===== config.mk =====
export PLATFORM = sky130hd
export DESIGN_NAME = trace_trig_countdown
export DESIGN_NICKNAME = d
export VERILOG_FILES = /design/src/rtl/ttc_pkg.sv /design/src/rtl/ttc_reg_port.sv /design/src/rtl/ttc_counter.sv /design/src/rtl/ttc_event_ctl.sv /design/src/rtl/trace_trig_countdown.sv
export SDC_FILE = /design/constraint.sdc
export NUM_CORES = 1
export LEC_CHECK = 0
export ABC_AREA = 1
export CORE_MARGIN = 2
export CORE_UTILIZATION = 30
export DETAILED_ROUTE_END_ITERATION = 10
export GPL_ROUTABILITY_DRIVEN = 0
export HOLD_SLACK_MARGIN = 0.05
export PLACE_DENSITY = 0.7
export REMOVE_ABC_BUFFERS = 1
export SLEW_MARGIN = 20
export SYNTH_ARGS = -nofsm -noshare
export SYNTH_HDL_FRONTEND = slang
export SYNTH_SLANG_ARGS = --single-unit

===== constraint.sdc =====
create_clock -name clk -period 6.9 [get_ports clk]
set_input_delay 2.07 -clock clk [delete_from_list [all_inputs] [get_ports clk]]
set_output_delay 2.07 -clock clk [all_outputs]
set_load 0.03 [all_outputs]

===== src/rtl/ttc_pkg.sv =====
package ttc_pkg;
   typedef enum logic {
      TTC_DISARMED = 1'b0,
      TTC_COUNTING = 1'b1
   } ttc_state_e;

   function automatic int ttc_units_width(input int cnt_w, input int align_bits);
      return cnt_w - align_bits;
   endfunction
endpackage


===== src/rtl/ttc_reg_port.sv =====
module ttc_reg_port #(
   parameter int REG_W      = 64,
   parameter int CNT_W      = 32,
   parameter int ALIGN_BITS = 2,
   localparam int UNITS_W   = ttc_pkg::ttc_units_width(CNT_W, ALIGN_BITS)
) (
   input  logic               wr_en,
   input  logic               wr_block,
   input  logic [REG_W-1:0]   wr_data,
   input  logic [CNT_W-1:0]   cnt_now,
   output logic               load,
   output logic [UNITS_W-1:0] load_units,
   output logic [REG_W-1:0]   rd_data
);
   assign load       = wr_en & ~wr_block;
   assign load_units = wr_data[CNT_W-1:ALIGN_BITS];

   if (REG_W > CNT_W) begin : g_wide_reg
      logic unused_hi_bits;
      assign unused_hi_bits = ^wr_data[REG_W-1:CNT_W];
      assign rd_data        = {{(REG_W-CNT_W){1'b0}}, cnt_now};
   end else begin : g_exact_reg
      assign rd_data = cnt_now;
   end

   if (ALIGN_BITS > 0) begin : g_drop_low
      logic unused_lo_bits;
      assign unused_lo_bits = ^wr_data[ALIGN_BITS-1:0];
   end
endmodule


===== src/rtl/ttc_counter.sv =====
module ttc_counter #(
   parameter int CNT_W      = 32,
   parameter int ALIGN_BITS = 2,
   parameter int BEAT_W     = 5,
   localparam int UNITS_W   = ttc_pkg::ttc_units_width(CNT_W, ALIGN_BITS)
) (
   input  logic               clk,
   input  logic               rst_n,
   input  logic               load,
   input  logic [UNITS_W-1:0] load_units,
   input  logic               dec_en,
   input  logic [BEAT_W-1:0]  dec_bytes,
   output logic [CNT_W-1:0]   cnt,
   output logic               cnt_zero
);
   logic [UNITS_W-1:0] units_q;
   logic [UNITS_W-1:0] step_units;
   logic [UNITS_W-1:0] units_dec;

   assign step_units = UNITS_W'(dec_bytes >> ALIGN_BITS);
   assign units_dec  = (step_units >= units_q) ? '0 : (units_q - step_units);

   always_ff @(posedge clk) begin
      if (!rst_n) begin
         units_q <= '0;
      end else if (load) begin
         units_q <= load_units;
      end else if (dec_en) begin
         units_q <= units_dec;
      end
   end

   if (ALIGN_BITS > 0) begin : g_aligned
      assign cnt = {units_q, {ALIGN_BITS{1'b0}}};
   end else begin : g_bytewise
      assign cnt = units_q;
   end

   assign cnt_zero = (units_q == '0);

   assert_load_value_R2: assert property (@(posedge clk) disable iff (!rst_n)
      load |=> (cnt[CNT_W-1:ALIGN_BITS] == $past(load_units)));

   assert_no_wrap_R6: assert property (@(posedge clk) disable iff (!rst_n)
      (dec_en && !load) |=> (cnt <= $past(cnt)));

   assert_hold_idle_R5: assert property (@(posedge clk) disable iff (!rst_n)
      (!dec_en && !load) |=> $stable(cnt));
endmodule


===== src/rtl/ttc_event_ctl.sv =====
module ttc_event_ctl (
   input  logic clk,
   input  logic rst_n,
   input  logic trig_seen,
   input  logic cnt_zero,
   input  logic load,
   output logic armed,
   output logic trig_event
);
   import ttc_pkg::*;

   ttc_state_e state_q, state_d;
   logic       expire;
   logic       event_q;

   assign expire = (state_q == TTC_COUNTING) && cnt_zero && !load;

   always_comb begin
      state_d = state_q;
      unique case (state_q)
         TTC_DISARMED: if (trig_seen) state_d = TTC_COUNTING;
         TTC_COUNTING: if (expire)    state_d = TTC_DISARMED;
         default:                     state_d = TTC_DISARMED;
      endcase
   end

   always_ff @(posedge clk) begin
      if (!rst_n) begin
         state_q <= TTC_DISARMED;
         event_q <= 1'b0;
      end else begin
         state_q <= state_d;
         event_q <= expire;
      end
   end

   assign armed      = (state_q == TTC_COUNTING);
   assign trig_event = event_q;

   assert_event_single_R7: assert property (@(posedge clk) disable iff (!rst_n)
      trig_event |=> !trig_event);

   assert_event_disarms_R7: assert property (@(posedge clk) disable iff (!rst_n)
      trig_event |-> !armed);

   assert_arm_on_trigger_R4: assert property (@(posedge clk) disable iff (!rst_n)
      (!armed && trig_seen) |=> armed);

   assert_load_beats_event_R8: assert property (@(posedge clk) disable iff (!rst_n)
      load |=> !trig_event);
endmodule


===== src/rtl/trace_trig_countdown.sv =====
module trace_trig_countdown #(
   parameter int REG_W          = 64,
   parameter int CNT_W          = 32,
   parameter int ALIGN_BITS     = 2,
   parameter int MAX_BEAT_BYTES = 16,
   localparam int BEAT_W        = $clog2(MAX_BEAT_BYTES + 1),
   localparam int UNITS_W       = ttc_pkg::ttc_units_width(CNT_W, ALIGN_BITS)
) (
   input  logic              clk,
   input  logic              rst_n,
   input  logic              sw_wr_en,
   input  logic              sw_wr_block,
   input  logic [REG_W-1:0]  sw_wr_data,
   output logic [REG_W-1:0]  sw_rd_data,
   input  logic              trig_seen,
   input  logic              beat_valid,
   input  logic [BEAT_W-1:0] beat_bytes,
   input  logic              capture_qual,
   output logic              armed,
   output logic              trig_event
);
   if (CNT_W > REG_W) begin : g_bad_cnt_w
      $error("CNT_W must not exceed REG_W");
   end
   if (ALIGN_BITS < 0 || ALIGN_BITS >= CNT_W) begin : g_bad_align
      $error("ALIGN_BITS must lie in [0, CNT_W)");
   end
   if ((MAX_BEAT_BYTES % (1 << ALIGN_BITS)) != 0) begin : g_bad_beat
      $error("MAX_BEAT_BYTES must be a multiple of the alignment granule");
   end
   if (BEAT_W >= UNITS_W) begin : g_bad_beat_w
      $error("beat byte field too wide for the count");
   end

   logic               load;
   logic [UNITS_W-1:0] load_units;
   logic [CNT_W-1:0]   cnt;
   logic               cnt_zero;
   logic               dec_en;

   ttc_reg_port #(.REG_W(REG_W), .CNT_W(CNT_W), .ALIGN_BITS(ALIGN_BITS)) i_reg_port (
      .wr_en      (sw_wr_en),
      .wr_block   (sw_wr_block),
      .wr_data    (sw_wr_data),
      .cnt_now    (cnt),
      .load       (load),
      .load_units (load_units),
      .rd_data    (sw_rd_data)
   );

   assign dec_en = armed & beat_valid & capture_qual;

   ttc_counter #(.CNT_W(CNT_W), .ALIGN_BITS(ALIGN_BITS), .BEAT_W(BEAT_W)) i_counter (
      .clk        (clk),
      .rst_n      (rst_n),
      .load       (load),
      .load_units (load_units),
      .dec_en     (dec_en),
      .dec_bytes  (beat_bytes),
      .cnt        (cnt),
      .cnt_zero   (cnt_zero)
   );

   ttc_event_ctl i_event_ctl (
      .clk        (clk),
      .rst_n      (rst_n),
      .trig_seen  (trig_seen),
      .cnt_zero   (cnt_zero),
      .load       (load),
      .armed      (armed),
      .trig_event (trig_event)
   );

   assert_blocked_write_R3: assert property (@(posedge clk) disable iff (!rst_n)
      (sw_wr_en && sw_wr_block && !armed) |=> $stable(sw_rd_data));

   assert_idle_until_armed_R4: assert property (@(posedge clk) disable iff (!rst_n)
      (!armed && !(sw_wr_en && !sw_wr_block)) |=> $stable(sw_rd_data));

   assert_write_priority_R8: assert property (@(posedge clk) disable iff (!rst_n)
      (sw_wr_en && !sw_wr_block) |=>
         (sw_rd_data[CNT_W-1:0] ==
          ($past(sw_wr_data[CNT_W-1:0]) & ~CNT_W'((1 << ALIGN_BITS) - 1))));
endmodule


* After elaboration in Yosys (flattened, before gate mapping)
Index checks and enable logic that the tools add are counted.
** Word-level totals
- Register bits after elaboration :: 32
- Output and inout bits :: 66
- Input port bits :: 76
- Logic and storage cells :: 21
** Operators by class
- Reductions and logical operators :: 5
- Muxes and demuxes :: 6
- $add $sub $neg :: 1
- Order comparisons :: 1
- Bitwise gates (word level) :: 5
** Operators by type and width (count)
- 30-bit two-way mux :: 3
- 3-bit by 30-bit >= comparator with 1-bit output :: 1
- 30-bit zero test :: 1
- 30-bit by 3-bit subtractor with 30-bit output :: 1
- 1-bit bitwise AND :: 3
- 1-bit logical AND :: 2
- 1-bit two-way mux :: 2
- 1-bit NOT :: 2
- 1-bit one-hot mux with 2 select lines :: 1
- 2-bit nonzero test :: 1
- 1-bit zero test :: 1

* Logic depth before layout (Yosys ltp)
Gate-level depths: netlist of run 1.
- Depth in word-level cells :: 6
- Mapped depth :: 13
- Gate-level depth less buffers :: 13

* Modules after synthesis
From an unflattened synthesis of run 1, not the netlist that was laid out.
** Second synthesis, totals
- Cell total of the unflattened synthesis :: 453
- Area, all modules :: 3070.4 um^2
** By module, submodules not included
- ttc_counter :: times used 1, seq. area each 600.6 um^2, area each 2264.7 um^2, cells an instance 345
- ttc_reg_port :: times used 1, seq. area each 0.0 um^2, area each 719.4 um^2, cells an instance 97
- ttc_event_ctl :: times used 1, seq. area each 40.0 um^2, area each 72.6 um^2, cells an instance 8
- trace_trig_countdown :: times used 1, seq. area each 0.0 um^2, area each 13.8 um^2, cells an instance 3

* Least setup slack after synthesis of run 1
No wires, ideal clock.
- Path type :: in2reg
- Start point :: input beat_bytes[2]
- End point :: register i_counter.units_q[16]
- Slack :: 3.288 ns
- Stages :: 12
- Setup time :: 0.068 ns
- Arrival time :: 3.544 ns
- Required time :: 6.832 ns
- Buffers on the path :: 1
- Cell sequence :: ha_1 fa_1 nor2_4 nor2_1 nand2_2 inv_2 nand2_4 nand3_4 nand2_4 buf_6 nand3_2 a21oi_2
** On the way
- Longest elaborated chain between the ends :: 4
- Elaborated cells between the ends (all ways) :: 5
- Classes of those cells :: 1 x add/sub; 1 x order compare; 3 x mux
** RTL lines
- start, declared :: line trace_trig_countdown.sv:17 : input logic [BEAT_W-1:0] beat_bytes,
- 30-bit by 3-bit subtractor with 30-bit output / 3-bit by 30-bit >= comparator with 1-bit output (equally long branches) :: line ttc_counter.sv:21 : assign units_dec = (step_units >= units_q) ? '0 : (units_q - step_units);
- 30-bit two-way mux (*) :: line ttc_counter.sv:21
- 30-bit two-way mux (*) :: line ttc_counter.sv:28 : end else if (dec_en) begin
- 30-bit two-way mux (*) :: line ttc_counter.sv:26 : end else if (load) begin
- end signal, assigned :: line ttc_counter.sv:27 : units_q <= load_units;
- end signal, assigned :: line ttc_counter.sv:29 : units_q <= units_dec;
- end, declared :: line ttc_counter.sv:16 : logic [UNITS_W-1:0] units_q;
Every way passes the cells marked *; elsewhere a longest branch is shown, timed or not. The select of a mux whose other input is x is not followed.
A chain may end at the register's enable or synchronous reset.

* Worst setup path after layout of run 1
- Start point :: input beat_bytes[2]
- End point :: register i_counter.units_q[19]
The elaborated chain is that of the path after synthesis.

==> impl_table.tex, run 1 <==
\begin{tabular}{lr}
\hline
Metric & Value \\
\hline
\multicolumn{2}{l}{\textbf{Logic synthesis}} \\
Post-synthesis cell type count & 35 \\
Most instantiated library cell after synthesis & sky130\_fd\_sc\_hd\_\_nand2\_1 \\
Cell type with the highest aggregate area in the netlist & sky130\_fd\_sc\_hd\_\_dfxtp\_1 \\
Flip-flop and latch count after synthesis & 32 \\
Cell types with the highest counts after synthesis & sky130\_fd\_sc\_hd\_\_nand2\_1, sky130\_fd\_sc\_hd\_\_inv\_1, sky130\_fd\_sc\_hd\_\_nor2\_1 \\
Yosys warns & 0 \\
Synthesized instance count & 426 \\
Area fraction of the dominant cell type after synthesis & 24.17\% \\
Cell area after technology mapping & 2650 sq um \\
Share of flip-flops with an asynchronous set or reset & 0\% \\
Count of flip-flops with a built-in enable after synthesis & 0 \\
Average instance area after synthesis & 6.221 sq um \\
Sequential share of the synthesized area & 24.17\% \\
Leading post-synthesis cells by cell area & sky130\_fd\_sc\_hd\_\_dfxtp\_1, sky130\_fd\_sc\_hd\_\_nand2\_1, sky130\_fd\_sc\_hd\_\_buf\_4 \\
Dominant register cell in the synthesized netlist & sky130\_fd\_sc\_hd\_\_dfxtp\_1 \\
\multicolumn{2}{l}{\textbf{GRT}} \\
Wire length of the first global-routing pass & 11.85 mm \\
Pin count of the biggest net entering global routing & 33 \\
Antenna violations before repair & 0 \\
Tot GR Track Use & 14.93\% \\
Number of global-route vias before repair & 2574 \\
Leftover overflow at the end of global routing & 0 \\
\multicolumn{2}{l}{\textbf{Pwr}} \\
Cell-internal power & 0.4008 mW \\
Power per cell area & 203.4 nW/um\^{}2 \\
Reg power frac & 31.9\% \\
Leakage Power & 1.537 nW \\
Clock share of power & 23.3\% \\
Peak VDD IR & 0.00008319 V \\
Net load switching power & 0.2943 mW \\
Part of the total power dissipated in combinational logic & 44.8\% \\
Net switching fraction of the power & 42.33\% \\
\multicolumn{2}{l}{\textbf{Detailed routing}} \\
Vias post-DR & 2715 \\
Total detailed-routing wirelength & 7.266 mm \\
Post-Route M1 WL & 3.174 mm \\
Routed via count divided by cell count & 4.510 \\
Number of iterations in the first detailed-routing pass & 4 \\
Met3 WL & 432 microns \\
Top layer reached by signal wires & met4 \\
Total length of routed met2 wires & 3.564 mm \\
Post-route ant nets & 0 \\
Initial DRC count & 125 \\
DR DRC count & 0 \\
Wirelength per Cell & 12.07 microns \\
\multicolumn{2}{l}{\textbf{Clocking}} \\
Number of levels in the clock H-tree & 2 \\
CTS Buf Count & 5 \\
Sinks on Clock Net & 32 \\
CTS tree & done \\
Clock edge transition at the registers on the reported setup and hold paths & 70 ps \\
Post-CTS sizing & 0 \\
Clk Tree Root Cell & sky130\_fd\_sc\_hd\_\_clkbuf\_8 \\
Later-pin clock latency in the skew report & 290 ps \\
Post-CTS setup buffer count & 0 \\
Number of buffers inserted by hold repair at cts & 0 \\
Maximum number of buffers from clock root to sink & 2 \\
\multicolumn{2}{l}{\textbf{Timing}} \\
Shortest period the worst path allows & 4009 ps \\
Final setup skew & 4.683 ps \\
Setup total negative slack & 0 ps \\
Tightest slew margin relative to the limit & 32.62\% \\
Setup repair after global routing missed its margin & false \\
Share of the clock period used by the worst path & 58.10\% \\
Number of max-slew violations in the final report & 0 \\
Final count of negative-setup-slack endpoints & 0 \\
Highest achievable clock rate & 249.5 MHz \\
Measured slew at the worst slew-check pin & 1010 ps \\
Number of hold violations in the final report & 0 \\
\multicolumn{2}{l}{\textbf{Cells and area}} \\
Fin area & 3417 sq um \\
Share of cells above drive strength 1 & 9.514\% \\
Signed area change from the synthesized netlist to the final layout & 28.94\% \\
Final Net Count & 574 \\
Antenna cell count & 0 \\
\multicolumn{2}{l}{\textbf{Worst setup path}} \\
Number of cells on the worst reg-to-reg path & 12 \\
Arrival time worst endpoint & 4210 ps \\
Max stage delay on crit path & 440 ps \\
Critical path cell sequence & clkdlybuf4s50\_1 -> ha\_1 -> fa\_1 -> nor2\_4 -> nor2\_1 -> nand2\_2 -> inv\_2 -> nand2\_4 -> nand2\_1 -> nor2\_2 -> nand4\_1 -> a21oi\_1 \\
Type of element capturing the critical path & register \\
Crit-path leading delay family & simple AND/OR/NAND/NOR gates \\
Launching element type of the critical path & input port \\
Worst endpoint required time & 7100 ps \\
Critical Path Fanout Max & 6 \\
Crit-path slowest cell & sky130\_fd\_sc\_hd\_\_fa\_1 \\
Buffering stage count on the worst path with inverters included & 2 \\
Critical path depth & 12 \\
Worst Path Class, Setup & in2reg \\
\multicolumn{2}{l}{\textbf{Floorplan}} \\
Die span in y & 97.99 microns \\
Effective utilization at floorplan & 30.69\% \\
Width of the die & 97.99 microns \\
Core Footprint & 8636 sq um \\
Top-level port count & 142 \\
Core Rows & 34 \\
Die Footprint & 9601 sq um \\
\multicolumn{2}{l}{\textbf{Placed design}} \\
Post-DP Area & 3321 sq um \\
HPWL after detailed placement & 5.643 mm \\
IO Port Bufs & 71 \\
\multicolumn{2}{l}{\textbf{Worst hold path}} \\
Cells on Worst Hold Path & 2 \\
Path type of the worst min-delay path & reg2reg \\
\multicolumn{2}{l}{\textbf{Outcome}} \\
Status & complete, no violations \\
\multicolumn{2}{l}{\textbf{Run}} \\
Number of max-cap violations & 0 \\
\hline
\end{tabular}
cells in the final DEF, fill, tap and decap left out, types with 11 or more instances in the layout:
cell type / instances
sky130_fd_sc_hd__nor2_1: 49
sky130_fd_sc_hd__clkdlybuf4s50_1: 71
sky130_fd_sc_hd__a21oi_1: 28
sky130_fd_sc_hd__nand3_1: 28
sky130_fd_sc_hd__inv_1: 51
sky130_fd_sc_hd__conb_1: 34
sky130_fd_sc_hd__nand2_1: 105
sky130_fd_sc_hd__nand4_1: 11
sky130_fd_sc_hd__o21ai_0: 19
sky130_fd_sc_hd__dfxtp_1: 32
power groups by stage:
stage	sequential (mW)	combinational (mW)	clock [mW]
after floorplan	0.253	0.186	0
final	0.222	0.312	0.162
after detailed placement	0.226	0.310	0
after CTS	0.222	0.312	0.163
after global routing	0.225	0.344	0.171
after global placement	0.225	0.306	0
state kept, by name, summed over array words and instances, names as in the netlist:
name,cells
i_event_ctl.armed,1
i_event_ctl.trig_event,1
i_counter.units_q,30
per-layer routing:
metal / vias to the layer above / track usage, %
met5: - / 0
li1: 1410 / -
met3: 9 / 2.935
met1: 1216 / 18.25
met2: 80 / 26.55
met4: 0 / 4.274
worst min-delay path: cells and delay by family, from the launching register on:
family,cells,cell delay [ps]
flip-flops,1,390
buffers and inverters,1,50
AO/OA/AOI/OAI,1,110
worst paths after layout:
path,start,to,slack [ps]
hold / removal,i_event_ctl.armed,i_event_ctl.armed,580
hold reg to reg,i_event_ctl.armed,i_event_ctl.armed,580
setup reg to reg,i_counter.units_q[0],i_counter.units_q[19],4640
setup / recovery,beat_bytes[2],i_counter.units_q[19],2890
through the flow:
step | cells | power (mW) | utilization, % | worst slack, ps | hold slack (ps)
2_1_floorplan | 416 | 0.4383 | - | 3309 | 694.4
4_1_cts | 602 | 0.6971 | 39.57 | 2909 | 583.9
3_5_place_dp | 595 | 0.5358 | 38.45 | 2610 | 564.5
5_1_grt | 602 | 0.7396 | 39.57 | 2756 | 620.6
6_report | 602 | 0.6951 | 39.57 | 2891 | 579.9
3_3_place_gp | 595 | 0.5310 | 38.45 | 2624 | 546.4
cell families after synthesis:
logic type	share of synthesized area (%)
buf+inv	19.64
other cells	0.1415
simple gates	39.85
xor+xnor	2.644
compound gates	11.38
fa+ha+maj	2.172
flops	24.17
area by class of cell:
class | count | area (sq um)
inverter | 59 | 221.5
tap | 108 | 135.1
timing repair buffer | 71 | 710.7
multi-input combinational | 325 | 1613
fill | 912 | 5219
clock buffer | 7 | 96.34
sequential | 32 | 640.6
Note: power is estimated with default switching activity, not from simulation.
==> run 2, diff against run 1 <==
--- a/config.mk
+++ b/config.mk
@@ -11,7 +11,7 @@
 export DETAILED_ROUTE_END_ITERATION = 10
 export GPL_ROUTABILITY_DRIVEN = 0
 export HOLD_SLACK_MARGIN = 0.05
-export PLACE_DENSITY = 0.7
+export PLACE_DENSITY = 0.73
 export REMOVE_ABC_BUFFERS = 1
 export SLEW_MARGIN = 20
 export SYNTH_ARGS = -nofsm -noshare
==> constraint.sdc (replaced) <==
create_clock -name clk -period 3.5 [get_ports clk]
set_input_delay 1.05 -clock clk [delete_from_list [all_inputs] [get_ports clk]]
set_output_delay 1.05 -clock clk [all_outputs]
set_load 0.03 [all_outputs]
==> run 2 against run 1 <==
First-iteration DRC count shrank 1.6%. Cell area grew 0.70%. Cell count grew 0.83%. Clock skew shrank 0.98 ps. Combinational power grew 98%. Critical endpoint unchanged. Global-route usage grew 0.54 points. Critical path depth is the same.
==> impl_table.tex, run 2 (synthesized netlist as in run 1, its figures left out) <==
\begin{tabular}{lr}
\hline
Metric & Value \\
\hline
\multicolumn{2}{l}{\textbf{Outcome}} \\
Status & complete, no violations (unchanged) \\
\multicolumn{2}{l}{\textbf{Detailed routing}} \\
DR DRC count & 0 (unchanged) \\
Number of iterations in the first detailed-routing pass & 4 (unchanged) \\
Total detailed-routing wirelength & 7.406 mm (was 7.266 mm) \\
Routed via count divided by cell count & 4.570 (was 4.510) \\
Wirelength per Cell & 12.20 microns (was 12.07 microns) \\
Vias post-DR & 2774 (was 2715) \\
Post-route ant nets & 0 (unchanged) \\
Initial DRC count & 123 (was 125) \\
\multicolumn{2}{l}{\textbf{Timing}} \\
Share of the clock period used by the worst path & 85.28\% \\
Number of max-slew violations in the final report & 0 (unchanged) \\
Final setup skew & 3.703 ps (was 4.683 ps) \\
Setup repair after global routing missed its margin & false (unchanged) \\
Setup total negative slack & 0 ps (unchanged) \\
Min setup slack post-route & 515.3 ps (was 2891 ps) \\
Final count of negative-setup-slack endpoints & 0 (unchanged) \\
Highest achievable clock rate & 335.0 MHz \\
Shortest period the worst path allows & 2985 ps \\
Number of hold violations in the final report & 0 (unchanged) \\
Worst Hold Slack & 598.5 ps (was 579.9 ps) \\
\multicolumn{2}{l}{\textbf{Cells and area}} \\
Flip-flop count of the largest register after layout & 30 (unchanged) \\
Most common cell after layout, fill and taps aside & sky130\_fd\_sc\_hd\_\_nand2\_1 (unchanged) \\
Final Net Count & 578 (was 574) \\
Register with the most flip-flops & i\_counter.units\_q (unchanged) \\
Share of cells above drive strength 1 & 10.02\% (was 9.514\%) \\
Commonest cells after routing, fill and taps aside & sky130\_fd\_sc\_hd\_\_nand2\_1, sky130\_fd\_sc\_hd\_\_clkdlybuf4s50\_1, sky130\_fd\_sc\_hd\_\_inv\_1 (unchanged) \\
Signed area change from the synthesized netlist to the final layout & 29.84\% (was 28.94\%) \\
Antenna cell count & 0 (unchanged) \\
\multicolumn{2}{l}{\textbf{Worst hold path}} \\
Path type of the worst min-delay path & reg2reg (unchanged) \\
HP Start & i\_event\_ctl.armed (unchanged) \\
\multicolumn{2}{l}{\textbf{Clocking}} \\
Number of levels in the clock H-tree & 2 (unchanged) \\
Sinks on Clock Net & 32 (unchanged) \\
Later-pin clock latency in the skew report & 290 ps (about the same) \\
Clock edge transition at the registers on the reported setup and hold paths & 60 ps (was 70 ps) \\
Post-CTS sizing & 0 (unchanged) \\
Number of buffers inserted by hold repair at cts & 0 (unchanged) \\
Post-CTS setup buffer count & 0 (unchanged) \\
CTS tree & done (unchanged) \\
Maximum number of buffers from clock root to sink & 2 (unchanged) \\
Clk Tree Root Cell & sky130\_fd\_sc\_hd\_\_clkbuf\_8 (unchanged) \\
CTS Buf Count & 5 (unchanged) \\
\multicolumn{2}{l}{\textbf{Floorplan}} \\
Effective utilization at floorplan & 30.69\% (unchanged) \\
Core Rows & 34 (unchanged) \\
Top-level port count & 142 (unchanged) \\
Core Footprint & 8636 sq um (unchanged) \\
Die Footprint & 9601 sq um (unchanged) \\
Width of the die & 97.99 microns (unchanged) \\
Die span in y & 97.99 microns (unchanged) \\
\multicolumn{2}{l}{\textbf{Pwr}} \\
Net switching fraction of the power & 42.64\% (was 42.33\%) \\
Peak VDD IR & 0.0002171 V (was 0.00008319 V) \\
Net load switching power & 0.5785 mW (was 0.2943 mW) \\
Clock share of power & 22.2\% (was 23.3\%) \\
Power per cell area & 394.3 nW/um\^{}2 (was 203.4 nW/um\^{}2) \\
Reg power frac & 32.2\% (was 31.9\%) \\
Cell-internal power & 0.7782 mW (was 0.4008 mW) \\
Part of the total power dissipated in combinational logic & 45.6\% (was 44.8\%) \\
Leakage Power & 1.556 nW (was 1.537 nW) \\
\multicolumn{2}{l}{\textbf{GRT}} \\
Number of global-route vias before repair & 2647 (was 2574) \\
Pin count of the biggest net entering global routing & 32 (was 33) \\
Leftover overflow at the end of global routing & 0 (unchanged) \\
Antenna violations before repair & 0 (unchanged) \\
Wire length of the first global-routing pass & 12.29 mm (was 11.85 mm) \\
Tot GR Track Use & 15.47\% (was 14.93\%) \\
\multicolumn{2}{l}{\textbf{Worst setup path}} \\
Origin of the critical flop-to-flop path & i\_counter.units\_q[0] (unchanged) \\
Type of element capturing the critical path & register (unchanged) \\
Critical Path Fanout Max & 6 (unchanged) \\
Worst setup path startpoint & beat\_bytes[2] (unchanged) \\
Launching element type of the critical path & input port (unchanged) \\
Worst endpoint required time & 3720 ps (was 7100 ps) \\
Worst Path Class, Setup & in2reg (unchanged) \\
Arrival time worst endpoint & 3210 ps (was 4210 ps) \\
\multicolumn{2}{l}{\textbf{Run}} \\
Number of max-cap violations & 0 (unchanged) \\
\multicolumn{2}{l}{\textbf{Placed design}} \\
IO Port Bufs & 71 (unchanged) \\
HPWL after detailed placement & 5.823 mm (was 5.643 mm) \\
Worst-case setup slack after placement & 208.8 ps (was 2610 ps) \\
\hline
\end{tabular}
==> run 2: cell count changes in the layout (fill, tap and decap cells not counted), sizes merged <==
cell | previous run | this run
buf | 0 | 4
clkinv | 1 | 0
inv | 58 | 59
clkbuf | 7 | 8
==> run 2: metrics by stage <==
step,total power [mW],cells,area (sq um),util (%)
detailed placement,1.058,599,3351,38.80
finish,1.357,607,3441,39.84
global route,1.456,607,3441,39.84
CTS,1.363,607,3441,39.84
global placement,1.049,599,3351,38.80
floorplan,0.8641,416,2475,-
==> run 2: power by group through the flow <==
stage	Sequential (mW)	Combinational, mW	Clock (mW)
floorplan	0.498	0.366	0
global placement	0.444	0.605	0
detailed placement	0.445	0.614	0
CTS	0.436	0.617	0.309
global route	0.444	0.683	0.330
finish	0.437	0.619	0.301
==> run 2: final timing paths <==
| path | slack (ps) | cells after the start | to |
|---|---|---|---|
| worst min register to register | 600 | 2 | i_event_ctl.armed |
| worst min-delay path | 600 | 2 | i_event_ctl.armed |
| worst max-delay path | 520 | 12 | i_counter.units_q[19] |
| worst max register to register | 1250 | 12 | i_counter.units_q[19] |
==> run 2: cell type report <==
type	count	area, sq um
fill	924	5195
multi-input combinational	325	1613
timing repair buffer	75	740.7
sequential	32	640.6
inverter	59	221.5
tap	108	135.1
clock buffer	8	90.09
==> run 2: worst max-delay path, stage by stage <==
cell and delay [ps]:
sky130_fd_sc_hd__clkdlybuf4s50_1 420, sky130_fd_sc_hd__ha_1 220, sky130_fd_sc_hd__fa_1 450, sky130_fd_sc_hd__nor2_4 160, sky130_fd_sc_hd__nor2_1 70, sky130_fd_sc_hd__nand2_2 100, sky130_fd_sc_hd__inv_2 60, sky130_fd_sc_hd__nand2_4 70
sky130_fd_sc_hd__nand2_1 60, sky130_fd_sc_hd__nor2_2 260, sky130_fd_sc_hd__nand4_1 140, sky130_fd_sc_hd__a21oi_1 140
==> run 2: metal layers <==
metal | GRT usage (%) | part of all wire (%) | routed length [microns]
met5 | 0 | 0 | 0
met4 | 2.778 | 1.2 | 92
met3 | 4.152 | 7.3 | 542
met2 | 26.71 | 48 | 3564
met1 | 19.56 | 43 | 3207
==> run 3, diff against run 2 <==
--- a/config.mk
+++ b/config.mk
@@ -6,6 +6,8 @@
 export NUM_CORES = 1
 export LEC_CHECK = 0
 export ABC_AREA = 1
+export ABC_CLOCK_PERIOD_IN_PS = 3500
+export CAP_MARGIN = 20
 export CORE_MARGIN = 2
 export CORE_UTILIZATION = 30
 export DETAILED_ROUTE_END_ITERATION = 10
==> results of run 3 <==
No change in the layout: final DEF, timing and power equal those of run 2.
